===== config.mk =====
export PLATFORM = sky130hd
export DESIGN_NAME = tx4b5b_encoder
export DESIGN_NICKNAME = d
export VERILOG_FILES = /design/src/rtl/tx4b5b_pkg.sv /design/src/rtl/tx4b5b_frame_ctl.sv /design/src/rtl/tx4b5b_code_map.sv /design/src/rtl/tx4b5b_encoder.sv
export SDC_FILE = /design/constraint.sdc
export NUM_CORES = 1
export LEC_CHECK = 0
export ABC_AREA = 1
export CORE_AREA = 2 2 39 41
export DETAILED_ROUTE_END_ITERATION = 16
export DIE_AREA = 0 0 41 43
export PLACE_DENSITY_LB_ADDON = 0.1
export RECOVER_POWER = 25
export SYNTH_ARGS = -nofsm -noshare
export SYNTH_HDL_FRONTEND = slang
export SYNTH_SLANG_ARGS = --single-unit
export TNS_END_PERCENT = 50

===== constraint.sdc =====
create_clock -name clk -period 3.8 [get_ports clk]
set_input_delay 0.38 -clock clk [delete_from_list [all_inputs] [get_ports clk]]
set_output_delay 0.38 -clock clk [all_outputs]
set_load 0.01 [all_outputs]

===== src/rtl/tx4b5b_pkg.sv =====
package tx4b5b_pkg;

   localparam logic [4:0] CG_IDLE = 5'b11111;
   localparam logic [4:0] CG_J    = 5'b11000;
   localparam logic [4:0] CG_K    = 5'b10001;
   localparam logic [4:0] CG_T    = 5'b01101;
   localparam logic [4:0] CG_R    = 5'b00111;
   localparam logic [4:0] CG_HALT = 5'b00100;

   // frame phase held between cycles
   typedef enum logic [1:0] {
      PH_IDLE = 2'd0,
      PH_K    = 2'd1,
      PH_DATA = 2'd2,
      PH_R    = 2'd3
   } frame_phase_e;

   // what the current cycle emits
   typedef enum logic [2:0] {
      SEL_IDLE = 3'd0,
      SEL_J    = 3'd1,
      SEL_K    = 3'd2,
      SEL_DATA = 3'd3,
      SEL_T    = 3'd4,
      SEL_R    = 3'd5
   } code_sel_e;

   function automatic logic [4:0] data_group(input logic [3:0] nib);
      logic [4:0] g;
      case (nib)
         4'h0: g = 5'b11110;
         4'h1: g = 5'b01001;
         4'h2: g = 5'b10100;
         4'h3: g = 5'b10101;
         4'h4: g = 5'b01010;
         4'h5: g = 5'b01011;
         4'h6: g = 5'b01110;
         4'h7: g = 5'b01111;
         4'h8: g = 5'b10010;
         4'h9: g = 5'b10011;
         4'hA: g = 5'b10110;
         4'hB: g = 5'b10111;
         4'hC: g = 5'b11010;
         4'hD: g = 5'b11011;
         4'hE: g = 5'b11100;
         default: g = 5'b11101;
      endcase
      return g;
   endfunction

   function automatic logic is_data_group(input logic [4:0] g);
      logic hit;
      hit = 1'b0;
      for (int n = 0; n < 16; n++) begin
         if (data_group(4'(n)) == g) hit = 1'b1;
      end
      return hit;
   endfunction

   // n-th non-data code group in ascending order
   function automatic logic [4:0] spare_group(input logic [3:0] idx);
      logic [4:0] res;
      int         cnt;
      res = 5'b0;
      cnt = 0;
      for (int v = 0; v < 32; v++) begin
         if (!is_data_group(5'(v))) begin
            if (cnt == int'(idx)) res = 5'(v);
            cnt++;
         end
      end
      return res;
   endfunction

endpackage


===== src/rtl/tx4b5b_frame_ctl.sv =====
module tx4b5b_frame_ctl
   import tx4b5b_pkg::*;
(
   input  logic         clk,
   input  logic         rst_n,
   input  logic         tx_en,
   output frame_phase_e phase,
   output code_sel_e    sel
);

   frame_phase_e phase_q, phase_d;
   code_sel_e    sel_d;

   always_comb begin
      phase_d = phase_q;
      sel_d   = SEL_IDLE;
      case (phase_q)
         PH_IDLE: begin
            if (tx_en) begin
               sel_d   = SEL_J;
               phase_d = PH_K;
            end
         end
         PH_K: begin
            if (tx_en) begin
               sel_d   = SEL_K;
               phase_d = PH_DATA;
            end else begin
               sel_d   = SEL_T;
               phase_d = PH_R;
            end
         end
         PH_DATA: begin
            if (tx_en) begin
               sel_d   = SEL_DATA;
            end else begin
               sel_d   = SEL_T;
               phase_d = PH_R;
            end
         end
         default: begin
            sel_d   = SEL_R;
            phase_d = PH_IDLE;
         end
      endcase
   end

   always_ff @(posedge clk or negedge rst_n) begin
      if (!rst_n) phase_q <= PH_IDLE;
      else        phase_q <= phase_d;
   end

   assign phase = phase_q;
   assign sel   = sel_d;

   // the end delimiter always leads back to idle
   assert_r_returns_idle_R5: assert property (@(posedge clk) disable iff (!rst_n)
      (phase_q == PH_R) |=> (phase_q == PH_IDLE));

endmodule


===== src/rtl/tx4b5b_code_map.sv =====
module tx4b5b_code_map
   import tx4b5b_pkg::*;
#(
   parameter bit TEST_MODE_EN = 1'b1
)(
   input  code_sel_e   sel,
   input  logic [3:0]  tx_nibble,
   input  logic        tx_err,
   input  logic        test_mode,
   output logic [4:0]  code
);

   logic test_eff;

   generate
      if (TEST_MODE_EN) begin : g_test
         assign test_eff = test_mode;
      end else begin : g_no_test
         assign test_eff = 1'b0;
      end
   endgenerate

   logic [4:0] data_code;

   always_comb begin
      if (test_eff) data_code = tx_err ? spare_group(tx_nibble) : data_group(tx_nibble);
      else          data_code = tx_err ? CG_HALT : data_group(tx_nibble);
   end

   always_comb begin
      case (sel)
         SEL_J:    code = CG_J;
         SEL_K:    code = CG_K;
         SEL_T:    code = CG_T;
         SEL_R:    code = CG_R;
         SEL_DATA: code = data_code;
         default:  code = CG_IDLE;
      endcase
   end

   // a clean data nibble never maps onto a control group
   always_comb begin
      if (sel == SEL_DATA && !tx_err) begin
         assert_data_not_control_R6: assert (code != CG_IDLE && code != CG_HALT
                                             && code != CG_J && code != CG_T);
      end
   end

endmodule


===== src/rtl/tx4b5b_encoder.sv =====
module tx4b5b_encoder
   import tx4b5b_pkg::*;
#(
   parameter int NIBBLE_W     = 4,
   parameter int CODE_W       = 5,
   parameter bit TEST_MODE_EN = 1'b1
)(
   input  logic                clk,
   input  logic                rst_n,
   input  logic                test_mode,
   input  logic                tx_en,
   input  logic                tx_err,
   input  logic [NIBBLE_W-1:0] tx_nibble,
   output logic [CODE_W-1:0]   code_out
);

   localparam int INDEX_W = NIBBLE_W + 1;

   generate
      if (NIBBLE_W != 4) begin : g_bad_nibble
         $error("tx4b5b_encoder: NIBBLE_W must be 4");
      end
      if (CODE_W != INDEX_W) begin : g_bad_code
         $error("tx4b5b_encoder: CODE_W must be NIBBLE_W + 1");
      end
   endgenerate

   frame_phase_e phase;
   code_sel_e    sel;
   logic [4:0]   code_d;

   tx4b5b_frame_ctl i_ctl (
      .clk   (clk),
      .rst_n (rst_n),
      .tx_en (tx_en),
      .phase (phase),
      .sel   (sel)
   );

   tx4b5b_code_map #(.TEST_MODE_EN(TEST_MODE_EN)) i_map (
      .sel       (sel),
      .tx_nibble (tx_nibble[3:0]),
      .tx_err    (tx_err),
      .test_mode (test_mode),
      .code      (code_d)
   );

   always_ff @(posedge clk or negedge rst_n) begin
      if (!rst_n) code_out <= CODE_W'(CG_IDLE);
      else        code_out <= CODE_W'(code_d);
   end

   assert_idle_when_quiet_R2: assert property (@(posedge clk) disable iff (!rst_n)
      (phase == PH_IDLE && !tx_en) |=> (code_out == CODE_W'(CG_IDLE)));

   assert_j_on_start_R4: assert property (@(posedge clk) disable iff (!rst_n)
      (phase == PH_IDLE && tx_en) |=> (code_out == CODE_W'(CG_J)));

   assert_k_after_j_R4: assert property (@(posedge clk) disable iff (!rst_n)
      (phase == PH_K && tx_en) |=> (code_out == CODE_W'(CG_K)));

   assert_t_on_end_R5: assert property (@(posedge clk) disable iff (!rst_n)
      (phase == PH_DATA && !tx_en) |=> (code_out == CODE_W'(CG_T)));

   assert_r_after_t_R5: assert property (@(posedge clk) disable iff (!rst_n)
      (phase == PH_R) |=> (code_out == CODE_W'(CG_R)));

   assert_halt_on_error_R7: assert property (@(posedge clk) disable iff (!rst_n)
      (phase == PH_DATA && tx_en && tx_err && !test_mode) |=> (code_out == CODE_W'(CG_HALT)));

endmodule


# Word-level counts from Yosys, hierarchy flattened
# Memories as Yosys holds them, arrays and structs flattened.
# Cells that the tools add are included.
op_classes:
  addsub: 30
  n_eq_ne: 536
  n_mux: 703
  reduce_logical: 18
ops:
  columns: ["op", "n"]
  rows:
  - ["$mux 32", 61]
  - ["$eq 5x5->1 const B", 256]
  - ["$eq 32x5->1", 31]
  - ["$add 32x2->32 const B", 30]
  - ["$eq 5x4->1 const B", 128]
  - ["$mux 1", 548]
  - ["$mux 5", 87]
  - ["$eq 5x3->1 const B", 64]
  - ["$eq 5x2->1 const B", 32]
  - ["$eq 5x1->1 const B", 16]
  - ["$logic_not 5->1", 16]
  - ["$pmux 5 s5", 1]
  - ["$pmux 3 s3", 1]
  - ["$eq 3x2->1 const B", 2]
  - ["$eq 3x3->1 const B", 2]
  - ["$mux 3", 2]
  - ["$pmux 2 s3", 1]
  - ["$mux 2", 2]
  - ["$ne 2x2->1 const B", 2]
  - ["$eq 3x1->1 const B", 1]
  - ["$eq 2x1->1 const B", 1]
  - ["$eq 2x2->1 const B", 1]
  - ["$logic_not 2->1", 1]
  - ["$reduce_and 2->1", 1]
word_totals:
  regBits: 7
  rom_bits: 160
  in_bits: 9
  out_inout_bits: 5
  word_cells: 1291
  mem_count: 2
memory_table:
  columns: ["memory", "words", "word_bits", "read_ports", "rd_clocked_by_memory_dff", "wr", "line_no", "source"]
  rows:
  - ["(no name shown)", 16, 5, 1, 0, 0, "tx4b5b_pkg.sv:30", "case (nib)"]
  - ["(no name shown)", 16, 5, 1, 0, 0, "tx4b5b_pkg.sv:30", null]

# Logic depth before layout (Yosys ltp)
# Gate-level depths: netlist of the first run.
depth:
  depth_word: 117
  depth_mapped: 10
  mapped_depth_nobuf: 10

# Modules after synthesis
# Synthesis of the first run repeated with hierarchy kept, for this count alone.
unflattened:
  hier_cells: 103
  area_unflattened_um2: 633.1
modules_own_cells:
  columns: ["mod", "instances", "cells_per_inst", "area_per_inst_um2", "seq_area_each_um2"]
  rows:
  - ["tx4b5b_code_map", 1, 71, 295.3, 0.0]
  - ["tx4b5b_frame_ctl", 1, 27, 206.4, 50.0]
  - ["tx4b5b_encoder", 1, 5, 131.4, 131.4]

# Worst setup path after synthesis of the first run
# No wires, ideal clock.
synth_timing:
  kind: "reg-to-reg"
  start: "reg i_ctl.phase_q[0], in the netlist i_ctl.phase[0]"
  end: "reg code_out[0]"
  setup_time_ns: 0.077
  t_arrival_ns: 1.382
  t_required_ns: 3.723
  setup_slack_ns: 2.341
  path_stages_with_launch: 11
  n_path_buf: 0
  synth_period_minus_slack_ns: 1.459
  path_cell_list: "dfrtp_1 -> inv_1 -> ha_1 -> inv_2 -> nand2_1 -> nor2_1 -> nand2_4 -> nand2_2 -> nand2_2 -> nor2_2 -> nand2_1"
synth_via:
  elab_chain_cells: 4
  word_cells_on_any_way: 10
  classes_between: "eq/ne (7); mux (2); reduce/logical (1)"
synth_lines:
  columns: ["item", "line_no", "source"]
  rows:
  - ["start, declared", "tx4b5b_frame_ctl.sv:11", "frame_phase_e phase_q, phase_d;"]
  - ["start signal, assigned", "tx4b5b_frame_ctl.sv:50", "else phase_q <= phase_d;"]
  - ["$eq 2x2->1 (tied with other cells)", "tx4b5b_frame_ctl.sv:17", "case (phase_q)"]
  - ["$pmux 3 s3 (*)", "tx4b5b_frame_ctl.sv:17", null]
  - ["$eq 3x2->1 (tied with other cells)", null, null]
  - ["$pmux 5 s5 (*)", "tx4b5b_code_map.sv:31", "case (sel)"]
  - ["named net code_d[0]", "tx4b5b_encoder.sv:30", "logic [4:0] code_d;"]
  - ["end signal, assigned", "tx4b5b_encoder.sv:49", "if (!rst_n) code_out <= CODE_W'(CG_IDLE);"]
  - ["end signal, assigned", "tx4b5b_encoder.sv:50", "else code_out <= CODE_W'(code_d);"]
  - ["end, declared", "tx4b5b_encoder.sv:14", "output logic [CODE_W-1:0] code_out"]
# Mark *: on every way through the listed nets, which the timed path passes. The rest lies on a longest branch.
# A chain may end at the register's enable or synchronous reset.

# Worst setup path after layout of the first run
layout_timing:
  start: "reg code_out[2]"
  end: "out code_out[2]"
# No word-level cell between the ends.

==> metrics.cfg, run 1 <==
[synthesis]
synth-seq-cells = 7
synthesis.nets = 121
yosys_warnings = 0
synth_cells = 106
synth_area_um2 = 676.9
yosysSeqAreaShare = 0.2680
yosysUniqueCellTypes = 18
synth_area_per_cell_um2 = 6.386

[floorplan]
io_pins = 14
fp.dieArea_um2 = 1763
dieHeight_um = 43
rows = 14
start_util = 0.4892
die_w_um = 41
coreArea_um2 = 1384

[sta]
hold_viol = 0
post-route-min-period_ns = 1.663
worstMarginPinSlew_ns = 0.3592
finClkSkew_ns = 0.002407
finalSetupTns_ns = 0
max_slew_margin = 0.7580
finalSetupViolCount = 0
worst_hold_slack_ns = 0.4518
fin_crit_sh = 0.4377
max_freq_ghz = 0.6012
rsz0062_at_grt = no
finalMaxSlewViolations = 0

[setup_path]
crit_path_max_incr_delay_ns = 0.52
rr_worst_depth = 10
reg2reg_to = code_out[2]$_DFF_PN1_
cp_max_fo = 1
criticalPathCategory = reg2out
path_buf_inv = 1
worstPathArrival_ns = 1.28
crit_family = buffers and inverters
r2r_start = i_ctl.phase[0]$_DFFE_PN0P_
crit_required_ns = 3.42
crit_chain = clkdlybuf4s50_1
cp_slowest_cell = clkdlybuf4s50_1
crit_path_end_kind = output port
start_kind = register
r2r_slack_ns = 2.14

[global_route]
grt_pass1_vias = 600
grt_max_degree = 8
track_usage = 0.1920
grt-ovfl-total = 0
grt_pass1_wl_um = 2346
antenna_found_initial = 0

[finish]
area_growth_pct = 26.06
multi_input_area_um2 = 424.2
utilization = 0.6166
final_cell_mix = nand2_1, inv_1, clkdlybuf4s50_1, nand3_1, nor2_1
final_nets = 139
drive_above_1_share = 0.1870
seqCellArea_um2 = 181.4
layout_commonest_cell = nand2_1
antenna_cells = 0
nFillCells = 134

[pwr]
netSwitchingPower_uw = 242.8
peakVddDrop_mv = 0.2383
p_comb_frac = 0.590
switching_share = 0.4317
power.total_uw = 562.5
pwr-share-seq = 0.292
p_int_uw = 319.7
powerDensity_nw_per_um2 = 659.2
p_leak_uw = 0.0004526
clockPowerShare = 0.119

[clocking]
root_buffer = clkbuf_4
clock_latency_ns = 0.25
numCtsBuffers = 3
post-cts-setup-buffers = 0
cts_hold_buf = 0
path_clk_slew_ns = 0.05
clock_sinks = 7
cts.path.max_buffers = 2
htreeDepth = 1
cts.repair.resized = 0
tritoncts = yes

[worst_hold_path]
min_path_type = in2async

[routing]
drc_errors = 0
viasPerCell = 5.014
dr.pass1.iters = 4
antenna_left = 0
drtIter0Drc = 25
route.vias.total = 697
totalWireLength_um = 1371
wl_per_cell_um = 9.863

[flow_run]
cap_violations = 0

[run_status]
status = finished, final reports clean

[placement]
io_buffer_count = 13
dp_hpwl_um = 1122
gp_congestion = 0.8145

==> synthesized netlist by cell type <==
cell type | count | share of area
nand2_1 | 38 | 0.21
inv_1 | 14 | 0.078
nand3_1 | 8 | 0.059
nor2_1 | 7 | 0.039
ha_1 | 6 | 0.11
dfstp_2 | 5 | 0.19
inv_2 | 5 | 0.028
nand2_2 | 5 | 0.046
o21ai_0 | 5 | 0.037
a21oi_1 | 4 | 0.030
dfrtp_1 | 2 | 0.074
a21oi_2 | 1 | 0.013
and3_1 | 1 | 0.0092
nand2_4 | 1 | 0.017
nor2_2 | 1 | 0.0092
o21ai_2 | 1 | 0.013
o21ai_4 | 1 | 0.024
o22ai_1 | 1 | 0.0092
==> logic make-up after synthesis <==
group,count (synthesis),synth area share
and+or+nand+nor,61,0.3900
DFF,7,0.2680
adders and majority gates,6,0.1109
AOI/OAI and AO/OA,13,0.1257
buffers and inverters,19,0.1054
==> power by group through the flow <==
stage	registers [µW]	clock network [µW]	logic, µW
3_3_place_gp	163	0	328
5_1_grt	169	74.4	383
3_5_place_dp	166	0	334
2_1_floorplan	175	0	213
4_1_cts	165	70.2	335
6_report	164	66.8	332
==> final cells by class <==
| type | instances | share of cell area |
|---|---|---|
| Sequential cell | 7 | 0.2126 |
| Timing Repair Buffer | 13 | 0.1525 |
| Clock buffer | 4 | 0.03079 |
| Inverter | 19 | 0.08358 |
| Multi-Input combinational cell | 80 | 0.4971 |
| Tap cell | 16 | 0.02346 |
==> how the worst max path moves through the flow <==
stage / start / slack [ns] / end / cells after the start
floorplan: i_ctl.phase[0]$_DFFE_PN0P_ / 2.34 / code_out[0]$_DFF_PN1_ / 10
global placement: i_ctl.phase[0]$_DFFE_PN0P_ / 2.17 / code_out[0]$_DFF_PN1_ / 10
detailed placement: i_ctl.phase[0]$_DFFE_PN0P_ / 2.15 / code_out[2]$_DFF_PN1_ / 10
CTS: code_out[2]$_DFF_PN1_ / 2.12 / code_out[2] / 1
global route: i_ctl.phase[0]$_DFFE_PN0P_ / 2.03 / code_out[0]$_DFF_PN1_ / 10
finish: code_out[2]$_DFF_PN1_ / 2.14 / code_out[2] / 1
==> state kept, by name, indices dropped and copies added, names as in the netlist <==
register / flops
code_out: 5
i_ctl.phase: 2
==> routing by layer <==
metal  vias to the layer above  wire, µm  global-route usage
li1                        360         -                   -
met1                       305       636              0.2613
met2                        26       623              0.2781
met3                         6        79             0.01571
met4                         0        31              0.1200
met5                         -         0                   0
==> stage by stage <==
stage                     instance area [µm²]  setup slack [ns]  instances
after floorplan                         676.9             2.341        106
after global placement                  827.0             2.171        135
after detailed placement                827.0             2.155        135
after CTS                               853.3             2.120        139
after global routing                    853.3             2.027        139
final                                   853.3             2.137        139
(Power assumes the default switching activity.)
==> inputs of run 2 (changes only) <==
Settings changed: CORE_AREA 2 2 39 41 to default, CORE_UTILIZATION from default to 44, DIE_AREA 0 0 41 43 to default.
Clock period 3.8 ns to 1.5 ns, I/O delays scaled along.
==> run 2 against run 1 <==
First-iteration DRC count decreased by 68%; register-to-register slack got worse by 2.0 ns; non-clock buffer count increased by 4; worst hold slack got worse by 0.22 ns; largest cell class unchanged; largest power group unchanged; sequential share of layout area decreased by 0.96 points; clock power increased to 2.7 times the previous value.
==> metrics.cfg, run 2 (synthesis gave the netlist of run 1 again) <==
[setup_path]
path_buf_inv = 1
start_kind = register
crit_chain = clkdlybuf4s50_1
r2r_start = i_ctl.phase[0]$_DFFE_PN0P_
worstPathArrival_ns = 1.30
cp_slowest_cell = dfstp_2
crit_required_ns = 1.35
crit_path_end_kind = output port
crit_family = flip-flops
crit_path_max_incr_delay_ns = 0.52
criticalPathCategory = reg2out
rr_worst_depth = 10
cp_max_fo = 1
r2r_slack_ns = 0.09
reg2reg_to = code_out[2]$_DFF_PN1_

[finish]
regMostFlops = code_out
antenna_cells = 0
seqCellArea_um2 = 182.7
area_growth_pct = 32.90
largest_reg_flops = 5
final_cell_mix = nand2_1, inv_1, clkdlybuf4s50_1, nand3_1
fin_area_um2 = 899.6
multi_input_area_um2 = 440.4
nFillCells = 137
final_nets = 143
layout_commonest_cell = nand2_1
drive_above_1_share = 0.2598

[pwr]
peakVddDrop_mv = 0.7917
powerDensity_nw_per_um2 = 1738
p_leak_uw = 0.0004691

[run_status]
status = finished, final reports clean

[floorplan]
dieHeight_um = 41.22
rows = 13
die_w_um = 41.22
fp.dieArea_um2 = 1699
start_util = 0.4954
coreArea_um2 = 1366
io_pins = 14

[sta]
worstMarginPinSlew_ns = 0.3885
max_freq_ghz = 0.6888
worst_hold_slack_ns = 0.2273
finClkSkew_ns = 0.008799
post-route-min-period_ns = 1.452
fin_crit_sh = 0.9679
max_slew_margin = 0.7383
finalSetupViolCount = 0
hold_viol = 0
layout_setup_ws_ns = 0.04818
finalMaxSlewViolations = 0
finalSetupTns_ns = 0

[clocking]
clock_sinks = 7
root_buffer = clkbuf_4
cts.path.max_buffers = 2
numCtsBuffers = 3
tritoncts = yes
cts_hold_buf = 0
htreeDepth = 1
clock_latency_ns = 0.26
path_clk_slew_ns = 0.06

[routing]
antenna_left = 0
drc_errors = 0
route.vias.total = 697
totalWireLength_um = 1510
dr.pass1.iters = 4
wl_per_cell_um = 10.63
viasPerCell = 4.908
drtIter0Drc = 8

[worst_hold_path]
min_path_type = in2async

[placement]
gp_congestion = 0.7696
io_buffer_count = 13
placed_area_um2 = 833.3
preCtsSetupSlack_ns = -0.008579
dp_hpwl_um = 1155

[global_route]
track_usage = 0.1958
antenna_found_initial = 0
grt-ovfl-total = 0
grt_pass1_wl_um = 2159
grt_pass1_vias = 599
grt_max_degree = 8

[flow_run]
cap_violations = 0

run 2: report_power, final:
part	internal [µW]	total [µW]	switching [µW]	leakage, µW
combinational	457	981	524	0.000378
clock	102	183	81.0	0.0000150
sequential	343	400	56.9	0.0000759
total	902	1560	662	0.000469
run 2: through the flow:
stage | std cells | power [µW] | utilization
after CTS | 140 | 1480 | 0.6346
after detailed placement | 135 | 1274 | 0.6099
after global placement | 135 | 1259 | 0.6099
after floorplan | 106 | 983.9 | -
final | 142 | 1564 | 0.6584
after global routing | 142 | 1713 | 0.6584
run 2: area by class of cell:
cell class	count	share of cell area
Inverter	19	0.07928
Tap cell	15	0.02086
Timing Repair Buffer	17	0.1780
Sequential cell	7	0.2031
Clock buffer	4	0.02921
Multi-Input combinational cell	80	0.4896
run 2: routing by layer:
metal | vias to the layer above | track usage | routed length, µm
met5 | - | 0 | 0
met4 | 0 | 0.04839 | 17
met3 | 2 | 0.06522 | 66
met2 | 20 | 0.3828 | 804
met1 | 307 | 0.1929 | 623
li1 | 368 | - | -
run 2: how the worst max path moves through the flow:
stage,start,end,slack [ns],cells past startpoint
6_report,code_out[3]$_DFF_PN1_,code_out[3],0.05,1
2_1_floorplan,i_ctl.phase[0]$_DFFE_PN0P_,code_out[0]$_DFF_PN1_,0.04,10
4_1_cts,i_ctl.phase[0]$_DFFE_PN0P_,code_out[2]$_DFF_PN1_,0.02,10
3_3_place_gp,i_ctl.phase[0]$_DFFE_PN0P_,code_out[0]$_DFF_PN1_,0.05,10
3_5_place_dp,i_ctl.phase[0]$_DFFE_PN0P_,code_out[2]$_DFF_PN1_,-0.009,10
5_1_grt,i_ctl.phase[0]$_DFFE_PN0P_,code_out[2]$_DFF_PN1_,-0.002,10
run 2: repair_timing:
item,4_1_cts,5_1_grt
resized for setup,0,7
setup buffers,1,2
pin swaps,0,1
endpoints found under the setup margin,2,7
